### config.mk
export PLATFORM = sky130hd
export DESIGN_NAME = ptp_stamp_clock
export DESIGN_NICKNAME = d
export VERILOG_FILES = /design/src/rtl/ptp_clk_pkg.sv /design/src/rtl/ptp_addend_accum.sv /design/src/rtl/ptp_time_counter.sv /design/src/rtl/ptp_snapshot.sv /design/src/rtl/ptp_stamp_clock.sv
export SDC_FILE = /design/constraint.sdc
export NUM_CORES = 1
export LEC_CHECK = 0
export BUFFER_PORTS_ARGS = -buffer_cell sky130_fd_sc_hd__buf_2
export CAP_MARGIN = 20
export CORE_MARGIN = 5
export CORE_UTILIZATION = 57
export CTS_CLUSTER_SIZE = 25
export DETAILED_ROUTE_END_ITERATION = 16
export PLACE_DENSITY = 0.85
export SLEW_MARGIN = 20
export SYNTH_ARGS = -nofsm -noshare
export SYNTH_HDL_FRONTEND = slang
export SYNTH_HIERARCHICAL = 1
export SYNTH_SLANG_ARGS = --single-unit
### constraint.sdc
create_clock -name clk -period 3.2 [get_ports clk]
set_input_delay 0.64 -clock clk [delete_from_list [all_inputs] [get_ports clk]]
set_output_delay 0.64 -clock clk [all_outputs]
set_load 0.02 [all_outputs]
### src/rtl/ptp_clk_pkg.sv
package ptp_clk_pkg;
  localparam int REG_ADDR_W = 3;

  typedef enum logic [REG_ADDR_W-1:0] {
    REG_CTRL    = 3'd0,
    REG_ADDEND  = 3'd1,
    REG_TIME_LO = 3'd2,
    REG_TIME_HI = 3'd3,
    REG_TXS_LO  = 3'd4,
    REG_TXS_HI  = 3'd5,
    REG_RXS_LO  = 3'd6,
    REG_RXS_HI  = 3'd7
  } reg_sel_e;

  localparam int N_DIR  = 2;
  localparam int DIR_TX = 0;
  localparam int DIR_RX = 1;
endpackage

### src/rtl/ptp_addend_accum.sv
module ptp_addend_accum #(
  parameter int ACC_W = 32
) (
  input  logic             clk,
  input  logic             rst_n,
  input  logic             enable,
  input  logic             load,
  input  logic [ACC_W-1:0] load_val,
  output logic [ACC_W-1:0] addend_o,
  output logic             tick
);
  logic [ACC_W-1:0] acc_q;
  logic [ACC_W-1:0] addend_q;
  logic [ACC_W:0]   sum;

  assign sum      = {1'b0, acc_q} + {1'b0, addend_q};
  assign tick     = enable & sum[ACC_W];
  assign addend_o = addend_q;

  always_ff @(posedge clk or negedge rst_n) begin
    if (!rst_n) begin
      acc_q    <= '0;
      addend_q <= '0;
    end else begin
      if (load)   addend_q <= load_val;
      if (enable) acc_q    <= sum[ACC_W-1:0];
    end
  end

  // a disabled unit leaves the phase accumulator untouched
  a_r5_acc_hold: assert property (@(posedge clk) disable iff (!rst_n)
    !enable |=> $stable(acc_q));

  // a zero addend never produces a carry
  a_r3_zero_no_tick: assert property (@(posedge clk) disable iff (!rst_n)
    (addend_q == '0) |-> !tick);
endmodule

### src/rtl/ptp_time_counter.sv
module ptp_time_counter #(
  parameter int WORD_W = 32
) (
  input  logic                clk,
  input  logic                rst_n,
  input  logic                tick,
  input  logic                wr_lo,
  input  logic                wr_hi,
  input  logic [WORD_W-1:0]   wdata,
  input  logic                rd_lo,
  output logic [2*WORD_W-1:0] time_o,
  output logic [WORD_W-1:0]   shadow_o
);
  localparam int TIME_W = 2 * WORD_W;

  logic [TIME_W-1:0] time_q;
  logic [WORD_W-1:0] shadow_q;

  always_ff @(posedge clk or negedge rst_n) begin
    if (!rst_n) begin
      time_q   <= '0;
      shadow_q <= '0;
    end else begin
      if (wr_lo || wr_hi) begin
        if (wr_lo) time_q[WORD_W-1:0]      <= wdata;
        if (wr_hi) time_q[TIME_W-1:WORD_W] <= wdata;
      end else if (tick) begin
        time_q <= time_q + 1'b1;
      end
      if (rd_lo) shadow_q <= time_q[TIME_W-1:WORD_W];
    end
  end

  assign time_o   = time_o_int();
  assign shadow_o = shadow_q;

  function automatic logic [TIME_W-1:0] time_o_int();
    return time_q;
  endfunction

  // without a carry or a write the time holds
  a_r3_hold: assert property (@(posedge clk) disable iff (!rst_n)
    (!tick && !wr_lo && !wr_hi) |=> $stable(time_q));

  // an all-ones count wraps to zero on the next carry
  a_r4_wrap: assert property (@(posedge clk) disable iff (!rst_n)
    (time_q == {TIME_W{1'b1}} && tick && !wr_lo && !wr_hi) |=> (time_q == '0));

  // a low-word write leaves the high half alone
  a_r6_lo_write: assert property (@(posedge clk) disable iff (!rst_n)
    (wr_lo && !wr_hi) |=> (time_q[TIME_W-1:WORD_W] == $past(time_q[TIME_W-1:WORD_W])));

  // the shadow tracks the high half seen at the low-word read
  a_r7_shadow: assert property (@(posedge clk) disable iff (!rst_n)
    rd_lo |=> (shadow_q == $past(time_q[TIME_W-1:WORD_W])));
endmodule

### src/rtl/ptp_snapshot.sv
module ptp_snapshot #(
  parameter int TIME_W = 64
) (
  input  logic              clk,
  input  logic              rst_n,
  input  logic              enable,
  input  logic              sof,
  input  logic              event_i,
  input  logic [TIME_W-1:0] now,
  input  logic              rd_hi,
  output logic [TIME_W-1:0] snap_o,
  output logic              valid_o
);
  logic [TIME_W-1:0] snap_q;
  logic              valid_q;
  logic              capture;

  assign capture = enable & sof & event_i & ~valid_q;

  always_ff @(posedge clk or negedge rst_n) begin
    if (!rst_n) begin
      snap_q  <= '0;
      valid_q <= 1'b0;
    end else begin
      if (capture) begin
        snap_q  <= now;
        valid_q <= 1'b1;
      end else if (rd_hi) begin
        valid_q <= 1'b0;
      end
    end
  end

  assign snap_o  = snap_q;
  assign valid_o = valid_q;

  // an unread stamp keeps its value and its flag
  a_r11_keep: assert property (@(posedge clk) disable iff (!rst_n)
    (valid_q && !rd_hi) |=> (valid_q && $stable(snap_q)));

  // the flag only rises after a qualified, enabled strobe
  a_r8_rise_cause: assert property (@(posedge clk) disable iff (!rst_n)
    $rose(valid_q) |-> $past(sof && event_i && enable));

  // no capture while disabled
  a_r5_no_capture: assert property (@(posedge clk) disable iff (!rst_n)
    !enable |=> $stable(snap_q));

  // a high-word read of a held stamp clears the flag
  a_r12_clear: assert property (@(posedge clk) disable iff (!rst_n)
    (valid_q && rd_hi) |=> !valid_q);
endmodule

### src/rtl/ptp_stamp_clock.sv
module ptp_stamp_clock
  import ptp_clk_pkg::*;
#(
  parameter int WORD_W = 32
) (
  input  logic                  clk,
  input  logic                  rst_n,
  input  logic                  reg_wr,
  input  logic                  reg_rd,
  input  logic [REG_ADDR_W-1:0] reg_addr,
  input  logic [WORD_W-1:0]     reg_wdata,
  output logic [WORD_W-1:0]     reg_rdata,
  input  logic                  tx_sof,
  input  logic                  tx_event,
  input  logic                  rx_sof,
  input  logic                  rx_event,
  output logic                  tx_stamp_valid,
  output logic                  rx_stamp_valid
);
  localparam int TIME_W = 2 * WORD_W;

  reg_sel_e          sel;
  logic              enable_q;
  logic              tick;
  logic [WORD_W-1:0] addend;
  logic [TIME_W-1:0] now;
  logic [WORD_W-1:0] shadow;
  logic [WORD_W-1:0] rdata_q;

  logic [N_DIR-1:0]  sof_v;
  logic [N_DIR-1:0]  evt_v;
  logic [N_DIR-1:0]  rdhi_v;
  logic [N_DIR-1:0]  valid_v;
  logic [TIME_W-1:0] snap_v [N_DIR];

  assign sel = reg_sel_e'(reg_addr);

  always_ff @(posedge clk or negedge rst_n) begin
    if (!rst_n) enable_q <= 1'b0;
    else if (reg_wr && sel == REG_CTRL) enable_q <= reg_wdata[0];
  end

  ptp_addend_accum #(.ACC_W(WORD_W)) u_accum (
    .clk      (clk),
    .rst_n    (rst_n),
    .enable   (enable_q),
    .load     (reg_wr && sel == REG_ADDEND),
    .load_val (reg_wdata),
    .addend_o (addend),
    .tick     (tick)
  );

  ptp_time_counter #(.WORD_W(WORD_W)) u_time (
    .clk      (clk),
    .rst_n    (rst_n),
    .tick     (tick),
    .wr_lo    (reg_wr && sel == REG_TIME_LO),
    .wr_hi    (reg_wr && sel == REG_TIME_HI),
    .wdata    (reg_wdata),
    .rd_lo    (reg_rd && sel == REG_TIME_LO),
    .time_o   (now),
    .shadow_o (shadow)
  );

  assign sof_v[DIR_TX]  = tx_sof;
  assign evt_v[DIR_TX]  = tx_event;
  assign rdhi_v[DIR_TX] = reg_rd && sel == REG_TXS_HI;
  assign sof_v[DIR_RX]  = rx_sof;
  assign evt_v[DIR_RX]  = rx_event;
  assign rdhi_v[DIR_RX] = reg_rd && sel == REG_RXS_HI;

  for (genvar d = 0; d < N_DIR; d++) begin : g_dir
    ptp_snapshot #(.TIME_W(TIME_W)) u_snap (
      .clk     (clk),
      .rst_n   (rst_n),
      .enable  (enable_q),
      .sof     (sof_v[d]),
      .event_i (evt_v[d]),
      .now     (now),
      .rd_hi   (rdhi_v[d]),
      .snap_o  (snap_v[d]),
      .valid_o (valid_v[d])
    );
  end

  always_ff @(posedge clk or negedge rst_n) begin
    if (!rst_n) begin
      rdata_q <= '0;
    end else if (reg_rd) begin
      case (sel)
        REG_CTRL:    rdata_q <= {{(WORD_W-1){1'b0}}, enable_q};
        REG_ADDEND:  rdata_q <= addend;
        REG_TIME_LO: rdata_q <= now[WORD_W-1:0];
        REG_TIME_HI: rdata_q <= shadow;
        REG_TXS_LO:  rdata_q <= snap_v[DIR_TX][WORD_W-1:0];
        REG_TXS_HI:  rdata_q <= snap_v[DIR_TX][TIME_W-1:WORD_W];
        REG_RXS_LO:  rdata_q <= snap_v[DIR_RX][WORD_W-1:0];
        REG_RXS_HI:  rdata_q <= snap_v[DIR_RX][TIME_W-1:WORD_W];
        default:     rdata_q <= '0;
      endcase
    end
  end

  assign reg_rdata      = rdata_q;
  assign tx_stamp_valid = valid_v[DIR_TX];
  assign rx_stamp_valid = valid_v[DIR_RX];

  // read data only moves after a read strobe
  a_r2_rdata_hold: assert property (@(posedge clk) disable iff (!rst_n)
    !reg_rd |=> $stable(reg_rdata));
endmodule

==> results.yml <==
run_status:
  failed_checks: "negative setup slack"
  status: "finished with violations"
layout:
  nets: 1851
  area_delta_synth_final_pct: 19.5
  drive_gt1_frac: 0.366
  final_common_cell: "dfrtp_1"
  n_fill_cell: 2197
  final_cell_mix: "323 x dfrtp_1, 152 x buf_4, 120 x mux2_2"
floorplan:
  die_y_um: 188
  coreArea_um2: 31500
  start_util: 0.575
  pin_count: 77
  rows: 65
  die_area_um2: 35400
  die_w_um: 188
timing:
  fin_tns_setup_ps: -12590
  fmax_mhz: 281
  hold_viol: 0
  tightest_slew_ps: 915
  finalSetupViolCount: 63
  skew_ps: 21.7
  rsz0062_at_grt: "true"
  slew_headroom: 0.389
  hold_ws_ps: 81.9
  period_minus_slack_ps: 3560
  drv_slew: 0
  period_share: 1.11
  layout_setup_ws_ps: -358
run:
  maxCapViolations: 0
routing:
  initialDrtViolationCount: 1812
  wl_per_cell_um: 26.5
  drt-vias-per-instance: 6.81
  vias: 15000
  drtAntennaViolNets: 0
  firstDrtPassIters: 6
  wl_um: 58500
  drc: 0
cts:
  cts_tree: "done"
  clkSlewWorstSetupHoldPaths_ps: 60
  ctsRootBufferMaster: "clkbuf_16"
  cts.sinks: 323
  cts_hold_buf: 0
  cts_buffer_depth: 3
  htree_levels: 2
  cts_made_buffers: 36
  clkLatencyLatePin_ps: 540
worst_setup_path:
  r2r_slack_ps: -360
  end_kind: "register"
  reg2reg_depth: 13
  worst-setup-path-type: "reg -> reg"
  cp_data_required_time_ps: 3620
  arrival_ps: 3980
  crit_fanout: 5
  worst_setup_path_start_kind: "register"
power:
  leakage_uw: 0.00964
  cellPowerDensity_nw_per_um2: 908
  p_sw_frac: 0.361
  p_int_uw: 12600
  pwr-share-seq: 0.358
  power_frac_comb: 0.418
  peakVddDrop_mv: 0.608
  p_switching_uw: 7090
  clkPwrFrac: 0.224
synth:
  synth_compound_area_frac: 0.160
  syn_inst: 1596
  synth_edf_count: 0
  syn-cell-area_um2: 18100
  syn_avg_cell_area_um2: 11.3
  ys_seq_elements: 323
  synthDistinctLibCells: 96
  syn_nets: 1673
  seq_area_frac_synth: 0.446
  async_flop_share: 1.00
  synth_top_family_by_area: "multiplexers"
  yosys_most_used_dff: "dfrtp_1"
  synthXorXnorAreaFrac: 0.0179
  synth_fa_ha_area_frac: 0.0239
  yosys.area_share.simple: 0.120
  synthMuxAreaShare: 0.184
  ys_warn_count: 6
grt:
  grt_pass1_wl_um: 90300
  antenna_found_initial: 0
  grt_overflow_total: 0
  grt_max_degree: 77
  grt_usage: 0.322
  grt_pass1_vias: 15300
placement:
  place.gp.congestion: 0.974
  hpwlAfterDp_um: 39100
  io_buffer_count: 76
worst_hold_path:
  hp-class: "in -> async"
worst paths after layout:
path,from,end
max,u_accum/addend_o[0],u_time/time_o[42]
min reg2reg,reg_rdata[0],reg_rdata[0]
max reg2reg,u_accum/addend_o[0],u_time/time_o[42]
max in group asynchronous,rst_n,u_accum/acc_q[25]
min,rst_n,g_dir[1].u_snap/snap_o[8]
min in group clk,reg_wdata[28],u_time/time_o[28]
what timing repair did:
action | CTS | global route
buffers inserted | 10 | 19
cloned | 1 | 1
setup endpoints to repair | 64 | 63
gates resized for setup | 47 | 81
pin swaps | 27 | 42
metal layers:
metal,up-vias,global-route usage,share of wire
li1,6407,-,-
met5,-,0,0
met4,0,0.136,0.048
met3,197,0.0641,0.090
met2,881,0.514,0.47
met1,7542,0.434,0.40
through the flow:
stage / std cells / total power, µW / util / area, µm² / worst slack, ps
floorplan: 1596 / 11700 / - / 18100 / -112
global placement: 2108 / 14000 / 0.623 / 19600 / -297
detailed placement: 2108 / 14400 / 0.623 / 19600 / -393
CTS: 2185 / 19100 / 0.672 / 21200 / -280
global route: 2204 / 20600 / 0.688 / 21600 / -464
finish: 2205 / 19700 / 0.688 / 21600 / -358
sequential cells by signal, indices dropped and copies added, names as in the netlist:
| name | count |
|---|---|
| g_dir.u_snap/snap_o | 128 |
| u_time/time_o | 64 |
| reg_rdata | 32 |
| u_accum/acc_q | 32 |
| u_accum/addend_o | 32 |
| u_time/shadow_o | 32 |
| g_dir.u_snap/valid_o | 2 |
| enable_q | 1 |
power by group through the flow:
stage / clock network [µW] / registers (µW) / logic [µW]
after floorplan: 0 / 6670 / 4990
after global placement: 0 / 6840 / 7150
after detailed placement: 0 / 6970 / 7400
after CTS: 4430 / 6950 / 7750
after global routing: 4650 / 7170 / 8780
final: 4410 / 7040 / 8200
synth_stat cells (21+ instances only):
| library cell | instances | area share |
|---|---|---|
| nor2_1 | 71 | 0.015 |
| buf_2 | 24 | 0.0066 |
| o21ai_0 | 60 | 0.017 |
| a31oi_1 | 22 | 0.0076 |
| inv_1 | 39 | 0.0081 |
| a21o_1 | 32 | 0.013 |
| ha_1 | 33 | 0.023 |
| a221oi_1 | 30 | 0.015 |
| dfrtp_1 | 323 | 0.45 |
| mux2_2 | 120 | 0.075 |
| o32ai_1 | 21 | 0.010 |
| nand3_1 | 44 | 0.012 |
| and3_1 | 24 | 0.0083 |
| nand4_1 | 43 | 0.015 |
| a21oi_1 | 68 | 0.019 |
| nand2_1 | 94 | 0.019 |
| buf_6 | 21 | 0.013 |
| mux2_4 | 103 | 0.085 |
| clkbuf_1 | 48 | 0.0099 |
critical path, cell delays in order (launching register included):
cell and delay (ps):
dfrtp_1 400, ha_4 160, fa_2 210, a21oi_2 80, o211ai_2 260, nand4_1 240
a21o_1 240, a21oi_2 190, o2111ai_2 130, a21oi_2 260, or3b_4 410, or4_4 550
o32ai_4 260, a21oi_2 60
cell type report:
class	instances	area [µm²]	share of cell area
Clock inverter	14	215	0.00994
Tap cell	402	503	0.0232
Timing Repair Buffer	257	1960	0.0906
Clock buffer	52	1060	0.0490
Inverter	40	150	0.00694
Antenna cell	1	2.50	0.000116
Sequential cell	323	8080	0.373
Multi-Input combinational cell	1116	9670	0.447
cell families after synthesis:
logic type,after synthesis
xor+xnor,37
mux,252
fa+ha+maj,34
buf+inv,157
compound gates,392
flops,323
simple gates,401
No activity file was read; power rests on OpenSTA's default activity.
